## src/rtl/sdram_front_pkg.sv

```systemverilog
package sdram_front_pkg;
  localparam int BANK_W = 2;
  localparam int NUM_BANKS = 1 << BANK_W;

  localparam logic [2:0] CMD_NOP     = 3'b111;
  localparam logic [2:0] CMD_ACT     = 3'b011;
  localparam logic [2:0] CMD_READ    = 3'b101;
  localparam logic [2:0] CMD_WRITE   = 3'b100;
  localparam logic [2:0] CMD_PRE     = 3'b010;
  localparam logic [2:0] CMD_REFRESH = 3'b001;
  localparam logic [2:0] CMD_MODESET = 3'b000;

  typedef enum logic [2:0] {
    EV_NOP = 3'd0, EV_ACT = 3'd1, EV_READ = 3'd2, EV_WRITE = 3'd3,
    EV_PRE = 3'd4, EV_PREALL = 3'd5, EV_REFRESH = 3'd6, EV_MODESET = 3'd7
  } evt_e;

  typedef struct packed {
    logic              tick;
    logic              doAct;
    logic              doPreOne;
    logic              doPreAll;
    logic              doApClose;
    logic [BANK_W-1:0] apBank;
    logic              readBeat;
    logic              writeBeat;
    logic              setErr;
    evt_e              evt;
  } strobe_t;
endpackage

```

## src/rtl/sdram_cmd_ctrl.sv

```systemverilog
module sdram_cmd_ctrl
  import sdram_front_pkg::*;
#(
  parameter int MAX_BL_LOG = 3
) (
  input  logic                 clk,
  input  logic                 rstN,
  input  logic                 clkEn,
  input  logic                 csN,
  input  logic                 rasN,
  input  logic                 casN,
  input  logic                 weN,
  input  logic [BANK_W-1:0]    bankSel,
  input  logic                 apFlag,
  input  logic [2:0]           modeField,
  input  logic [NUM_BANKS-1:0] bankOpen,
  output strobe_t              stb
);
  localparam int CNT_W = (MAX_BL_LOG > 0) ? MAX_BL_LOG : 1;
  localparam int LOG_W = $clog2(MAX_BL_LOG + 1);

  logic [CNT_W-1:0]  burstLeft;
  logic [LOG_W-1:0]  blLog;
  logic              burstAp;
  logic              burstRd;
  logic [BANK_W-1:0] burstBank;

  logic [2:0]       cmdBits;
  logic             isAct, isRd, isWr, isPre, isRef, isMrs;
  logic             tgtOpen, allIdle, apBusy, contBeat;
  logic             rwOk, actOk, refOk, mrsOk, lastBeat;
  logic [CNT_W-1:0] blMinus1;
  evt_e             evtNext;

  always_comb begin
    cmdBits  = csN ? CMD_NOP : {rasN, casN, weN};
    isAct    = (cmdBits == CMD_ACT);
    isRd     = (cmdBits == CMD_READ);
    isWr     = (cmdBits == CMD_WRITE);
    isPre    = (cmdBits == CMD_PRE);
    isRef    = (cmdBits == CMD_REFRESH);
    isMrs    = (cmdBits == CMD_MODESET);
    tgtOpen  = bankOpen[bankSel];
    allIdle  = (bankOpen == '0);
    contBeat = (burstLeft != '0);
    apBusy   = contBeat && burstAp;
    rwOk     = (isRd || isWr) && tgtOpen && !apBusy;
    actOk    = isAct && !tgtOpen;
    refOk    = isRef && allIdle;
    mrsOk    = isMrs && allIdle;
    blMinus1 = CNT_W'((1 << blLog) - 1);
    lastBeat = rwOk ? (blLog == '0) : (burstLeft == CNT_W'(1));

    evtNext = EV_NOP;
    if (actOk)                 evtNext = EV_ACT;
    else if (rwOk && isRd)     evtNext = EV_READ;
    else if (rwOk)             evtNext = EV_WRITE;
    else if (isPre && apFlag)  evtNext = EV_PREALL;
    else if (isPre)            evtNext = EV_PRE;
    else if (refOk)            evtNext = EV_REFRESH;
    else if (mrsOk)            evtNext = EV_MODESET;

    stb.tick      = clkEn;
    stb.doAct     = actOk;
    stb.doPreOne  = isPre && !apFlag;
    stb.doPreAll  = isPre && apFlag;
    stb.doApClose = lastBeat && (rwOk ? apFlag : burstAp) && (rwOk || contBeat);
    stb.apBank    = rwOk ? bankSel : burstBank;
    stb.readBeat  = rwOk ? isRd : (contBeat && burstRd);
    stb.writeBeat = rwOk ? isWr : (contBeat && !burstRd);
    stb.setErr    = ((isRd || isWr) && !rwOk) || (isAct && tgtOpen);
    stb.evt       = evtNext;
  end

  always_ff @(posedge clk) begin
    if (!rstN) begin
      burstLeft <= '0;
      blLog     <= '0;
      burstAp   <= 1'b0;
      burstRd   <= 1'b0;
      burstBank <= '0;
    end else if (clkEn) begin
      if (rwOk) begin
        burstLeft <= blMinus1;
        burstAp   <= apFlag;
        burstRd   <= isRd;
        burstBank <= bankSel;
      end else if (contBeat) begin
        burstLeft <= burstLeft - 1'b1;
      end
      if (mrsOk) begin
        blLog <= (modeField > 3'(MAX_BL_LOG)) ? LOG_W'(MAX_BL_LOG) : modeField[LOG_W-1:0];
      end
    end
  end

  AST_BURST_COUNTDOWN: assert property (@(posedge clk) disable iff (!rstN)
    (clkEn && contBeat && !rwOk) |=> (burstLeft == $past(burstLeft) - 1'b1));
  AST_MODESET_IDLE: assert property (@(posedge clk) disable iff (!rstN)
    (stb.evt == EV_MODESET) |-> (bankOpen == '0));
endmodule

```

## src/rtl/sdram_bank_dp.sv

```systemverilog
module sdram_bank_dp
  import sdram_front_pkg::*;
#(
  parameter int ROW_W  = 12,
  parameter int COL_W  = 8,
  parameter int MASK_W = 2
) (
  input  logic                            clk,
  input  logic                            rstN,
  input  strobe_t                         stb,
  input  logic [BANK_W-1:0]               bankSel,
  input  logic [ROW_W-1:0]                addr,
  input  logic [MASK_W-1:0]               dataMask,
  output logic [NUM_BANKS-1:0]            bankOpen,
  output logic [NUM_BANKS-1:0][ROW_W-1:0] openRows,
  output logic [2:0]                      evtCode,
  output logic [BANK_W-1:0]               evtBank,
  output logic [COL_W-1:0]                colAddr,
  output logic [MASK_W-1:0]               readOe,
  output logic [MASK_W-1:0]               writeStrobe,
  output logic                            protoErr
);
  logic [MASK_W-1:0] maskD1, maskD2;

  for (genvar b = 0; b < NUM_BANKS; b++) begin : g_bank
    logic             isOpen;
    logic [ROW_W-1:0] rowQ;
    logic             hitSel, closeNow;
    assign hitSel   = (bankSel == BANK_W'(b));
    assign closeNow = stb.doPreAll || (stb.doPreOne && hitSel) ||
                      (stb.doApClose && (stb.apBank == BANK_W'(b)));
    always_ff @(posedge clk) begin
      if (!rstN) begin
        isOpen <= 1'b0;
        rowQ   <= '0;
      end else if (stb.tick) begin
        if (stb.doAct && hitSel) begin
          isOpen <= 1'b1;
          rowQ   <= addr;
        end else if (closeNow) begin
          isOpen <= 1'b0;
        end
      end
    end
    assign bankOpen[b] = isOpen;
    assign openRows[b] = rowQ;
  end

  always_ff @(posedge clk) begin
    if (!rstN) begin
      maskD1      <= '0;
      maskD2      <= '0;
      readOe      <= '0;
      writeStrobe <= '0;
      evtCode     <= 3'(EV_NOP);
      evtBank     <= '0;
      colAddr     <= '0;
      protoErr    <= 1'b0;
    end else if (stb.tick) begin
      maskD1      <= dataMask;
      maskD2      <= maskD1;
      readOe      <= {MASK_W{stb.readBeat}} & ~maskD2;
      writeStrobe <= {MASK_W{stb.writeBeat}} & ~dataMask;
      evtCode     <= 3'(stb.evt);
      if (stb.evt != EV_NOP) evtBank <= bankSel;
      if (stb.evt == EV_READ || stb.evt == EV_WRITE) colAddr <= addr[COL_W-1:0];
      protoErr    <= protoErr | stb.setErr;
    end
  end

  AST_ERR_STICKY: assert property (@(posedge clk) disable iff (!rstN)
    protoErr |=> protoErr);
  AST_ACT_OPENS: assert property (@(posedge clk) disable iff (!rstN)
    (evtCode == 3'(EV_ACT)) |-> bankOpen[evtBank]);
  AST_PREALL_CLOSES: assert property (@(posedge clk) disable iff (!rstN)
    (evtCode == 3'(EV_PREALL)) |-> (bankOpen == '0));
  AST_BEAT_EXCLUSIVE: assert property (@(posedge clk) disable iff (!rstN)
    !((|readOe) && (|writeStrobe)));
  AST_SUSPEND_HOLD: assert property (@(posedge clk) disable iff (!rstN)
    !stb.tick |=> ($stable(bankOpen) && $stable(readOe) && $stable(protoErr)));
endmodule

```

## src/rtl/sdram_cmd_front.sv

```systemverilog
module sdram_cmd_front
  import sdram_front_pkg::*;
#(
  parameter int ROW_W      = 12,
  parameter int COL_W      = 8,
  parameter int MASK_W     = 2,
  parameter int AP_BIT     = 10,
  parameter int MAX_BL_LOG = 3
) (
  input  logic                            clk,
  input  logic                            rstN,
  input  logic                            clkEn,
  input  logic                            chipSelN,
  input  logic                            rowStrobeN,
  input  logic                            colStrobeN,
  input  logic                            writeEnN,
  input  logic [1:0]                      bankSel,
  input  logic [ROW_W-1:0]                addr,
  input  logic [MASK_W-1:0]               dataMask,
  output logic [3:0]                      bankOpen,
  output logic [3:0][ROW_W-1:0]           openRows,
  output logic [2:0]                      evtCode,
  output logic [1:0]                      evtBank,
  output logic [COL_W-1:0]                colAddr,
  output logic [MASK_W-1:0]               readOe,
  output logic [MASK_W-1:0]               writeStrobe,
  output logic                            protoErr
);
  strobe_t stb;

  sdram_cmd_ctrl #(.MAX_BL_LOG(MAX_BL_LOG)) ctrl_i (
    .clk(clk), .rstN(rstN), .clkEn(clkEn), .csN(chipSelN),
    .rasN(rowStrobeN), .casN(colStrobeN), .weN(writeEnN),
    .bankSel(bankSel), .apFlag(addr[AP_BIT]), .modeField(addr[2:0]),
    .bankOpen(bankOpen), .stb(stb)
  );

  sdram_bank_dp #(.ROW_W(ROW_W), .COL_W(COL_W), .MASK_W(MASK_W)) dp_i (
    .clk(clk), .rstN(rstN), .stb(stb), .bankSel(bankSel), .addr(addr),
    .dataMask(dataMask), .bankOpen(bankOpen), .openRows(openRows),
    .evtCode(evtCode), .evtBank(evtBank), .colAddr(colAddr),
    .readOe(readOe), .writeStrobe(writeStrobe), .protoErr(protoErr)
  );
endmodule

```

## config.mk

```make
export PLATFORM = sky130hd
export DESIGN_NAME = sdram_cmd_front
export DESIGN_NICKNAME = d
export VERILOG_FILES = /design/src/rtl/sdram_front_pkg.sv /design/src/rtl/sdram_cmd_ctrl.sv /design/src/rtl/sdram_bank_dp.sv /design/src/rtl/sdram_cmd_front.sv
export SDC_FILE = /design/constraint.sdc
export NUM_CORES = 1
export LEC_CHECK = 0
export BUFFER_PORTS_ARGS = -buffer_cell sky130_fd_sc_hd__buf_2
export CORE_ASPECT_RATIO = 1.5
export CORE_MARGIN = 4
export CORE_UTILIZATION = 35
export DETAILED_ROUTE_END_ITERATION = 7
export PLACE_DENSITY_LB_ADDON = 0.3
export SETUP_SLACK_MARGIN = 0.05
export SLEW_MARGIN = 40
export SYNTH_ARGS = -nofsm -noshare
export SYNTH_HDL_FRONTEND = slang
export SYNTH_SLANG_ARGS = --single-unit
```

## constraint.sdc

```tcl
create_clock -name clk -period 4.6 [get_ports clk]
set_input_delay 0.46 -clock clk [delete_from_list [all_inputs] [get_ports clk]]
set_output_delay 0.46 -clock clk [all_outputs]
set_load 0.05 [all_outputs]
```

==> results.json <==
{
  "grt_overflow": 0,
  "worst_pin_slew_ps": 859,
  "power_density_nw_per_um2": 349,
  "h-tree-depth": 3,
  "nFillCells": 1008,
  "die-area_um2": 12100,
  "rsz0062_at_grt": "no",
  "fin_setup_tns_ps": 0,
  "clock_skew_ps": 5.48,
  "drive_gt1_frac": 0.279,
  "postCtsSetupBuffers": 0,
  "slew_headroom": 0.427,
  "fin_nets": 464,
  "outcome": "finished clean",
  "r2r_slack_ps": 1990,
  "clockRootBuffer": "clkbuf_16",
  "rr_worst_depth": 5,
  "finalCritPeriodShare": 0.568,
  "synth.distinct_cells": 51,
  "max_freq_mhz": 383,
  "start_util": 0.358,
  "core_area_um2": 10100,
  "yosys_most_used_dff": "dfxtp_1",
  "synth_edf_count": 0,
  "drt_wl_total_mm": 8.84,
  "die_w_um": 91.2,
  "ctsHoldBuffers": 0,
  "antenna_found_initial": 0,
  "place_congestion": 0.774,
  "ant_nets": 0,
  "io_buffers": 92,
  "p_leak_nw": 1.78,
  "multiInputGateArea_um2": 1730,
  "grt_usage": 0.148,
  "critical_path_arrival_ps": 2810,
  "netlist_top_cells_area": "dfxtp_1, mux2i_1, nor2b_1",
  "routed_via_density": 5.00,
  "grt_pass1_vias": 2838,
  "netlist.top_cell.by_area": "dfxtp_1",
  "cts_sinks": 83,
  "syn_area_per_cell_um2": 10.1,
  "grt_max_degree": 50,
  "fin_util": 0.428,
  "min_to": "dp_i.maskD1[1]",
  "clk_latency_ps": 330,
  "syn_to_final_growth_pct": 19.5,
  "rows": 45,
  "path_class": "reg -> reg",
  "ctsResizeCount": 0,
  "drt_iter0_markers": 125,
  "drc": 0,
  "grt_pass1_wl_mm": 14.4,
  "crit_fanout": 12,
  "drv_slew": 0,
  "avgRoutedWirePerCell_um": 15.8,
  "seq_area_um2": 1660,
  "ys_seq_area_frac": 0.458,
  "cts_tree": "built",
  "antenna_cells": 0,
  "drv_cap": 0,
  "yosysMostFrequentCell": "dfxtp_1",
  "required_ps": 4800,
  "hold_viol": 0,
  "holdCritStartpoint": "dataMask[1]",
  "clk_pin_slew_worst_paths_ps": 60,
  "vias": 2791,
  "syn_nets": 384,
  "whs_path_depth": 3,
  "async_flop_share": 0,
  "ys_ff_latch": 83,
  "syn_inst": 358,
  "synth_common_cells": "dfxtp_1, mux2i_1, nor2_1",
  "synth_top_area_share": 0.458,
  "max-vdd-ir-drop_uv": 245,
  "start_kind": "flip-flop",
  "hold_class": "in -> reg",
  "post-route-min-period_ps": 2610,
  "synth_warnings": 0,
  "r2r-start": "dp_i.g_bank[3].isOpen",
  "ios": 93,
  "syn-cell-area_um2": 3630,
  "critPathCaptureType": "flip-flop",
  "dp_hpwl_mm": 6.32,
  "dr.pass1.iters": 4,
  "die_y_um": 133,
  "cts_buffers": 9,
  "r2r-end": "dp_i.g_bank[1].rowQ[1]",
  "setup_viol": 0,
  "clk_path_buf_depth": 2
}
cell type report:
| class | count | share of cell area |
|---|---|---|
| multi-input cells | 238 | 0.400 |
| flip-flops and latches | 83 | 0.383 |
| repair buffers | 98 | 0.117 |
| clock buffers | 12 | 0.0568 |
| well taps | 117 | 0.0337 |
| inverters | 8 | 0.00692 |
| clock inverters | 2 | 0.00317 |
state kept, by name (all words and copies together) (netlist names):
register	flops
dp_i.writeStrobe	2
ctrl_i.burstBank	2
ctrl_i.burstRd	1
dp_i.protoErr	1
dp_i.readOe	2
ctrl_i.burstLeft	3
dp_i.evtCode	3
dp_i.maskD2	2
dp_i.evtBank	2
dp_i.g_bank.isOpen	4
ctrl_i.blLog	2
ctrl_i.burstAp	1
dp_i.g_bank.rowQ	48
dp_i.colAddr	8
dp_i.maskD1	2
where the power goes:
| part | leakage (nW) | switching [mW] | internal (mW) |
|---|---|---|---|
| Clock | 0.128 | 0.265 | 0.374 |
| Combinational | 0.977 | 0.0903 | 0.0469 |
| Sequential | 0.671 | 0.00789 | 0.731 |
| Total | 1.78 | 0.363 | 1.15 |
through the flow:
step | cells | hold slack [ps] | power, mW | setup slack (ps) | cell area (um^2)
floorplan | 358 | 441 | 0.851 | 2340 | 3630
global placement | 542 | 449 | 0.891 | 1740 | 4050
detailed placement | 544 | 449 | 0.893 | 1700 | 4070
CTS | 558 | 370 | 1.54 | 2000 | 4330
global route | 558 | 423 | 1.57 | 1870 | 4340
finish | 558 | 381 | 1.52 | 1990 | 4340
layout by cell type (no fill, tap or decap), types with 3 or more instances in the layout:
cell type,count
nor2_1,43
nor3_1,6
nand2b_1,4
mux2i_1,65
clkbuf_16,9
dfxtp_1,83
nand2_1,8
a21oi_1,9
o21ai_0,11
ha_1,3
nor4_4,3
inv_1,7
o21a_1,3
nand3b_1,3
mux2_2,3
and3_1,4
buf_4,6
nor2b_1,33
a31oi_1,4
nand3_1,8
buf_2,92
logic make-up after synthesis:
logic type,Yosys count,share of synthesized area
multiplexers,69,0.195
AO/OA/AOI/OAI,45,0.0845
AND/OR/NAND/NOR,121,0.185
buffers and inverters,37,0.0672
flip-flops,83,0.458
adder cells (fa/ha/maj),3,0.0103
critical path: stages (launching register included):
cell and delay [ps]:
dfxtp_1 390, mux4_2 580, nor4_4 380, and3_1 780, mux2i_1 280, nor2_1 50
worst max-delay path by stage:
stage	end	slack (ps)	from
floorplan	dp_i.g_bank[3].rowQ[11]	2340	bankSel[1]
CTS	dp_i.g_bank[3].rowQ[7]	2000	dp_i.g_bank[3].isOpen
finish	dp_i.g_bank[1].rowQ[1]	1990	dp_i.g_bank[3].isOpen
global route	dp_i.g_bank[1].rowQ[4]	1870	dp_i.g_bank[3].isOpen
detailed placement	dp_i.g_bank[3].rowQ[2]	1700	bankSel[1]
global placement	dp_i.g_bank[3].rowQ[5]	1740	bankSel[1]
metal layers:
metal  track usage  share of wire  vias up
li1              -              -     1389
met1         0.163           0.41     1325
met2         0.266           0.53       67
met3        0.0381          0.047       10
met4        0.0612          0.014        0
met5             0              0        -
Note: power is estimated with default switching activity, not from simulation.
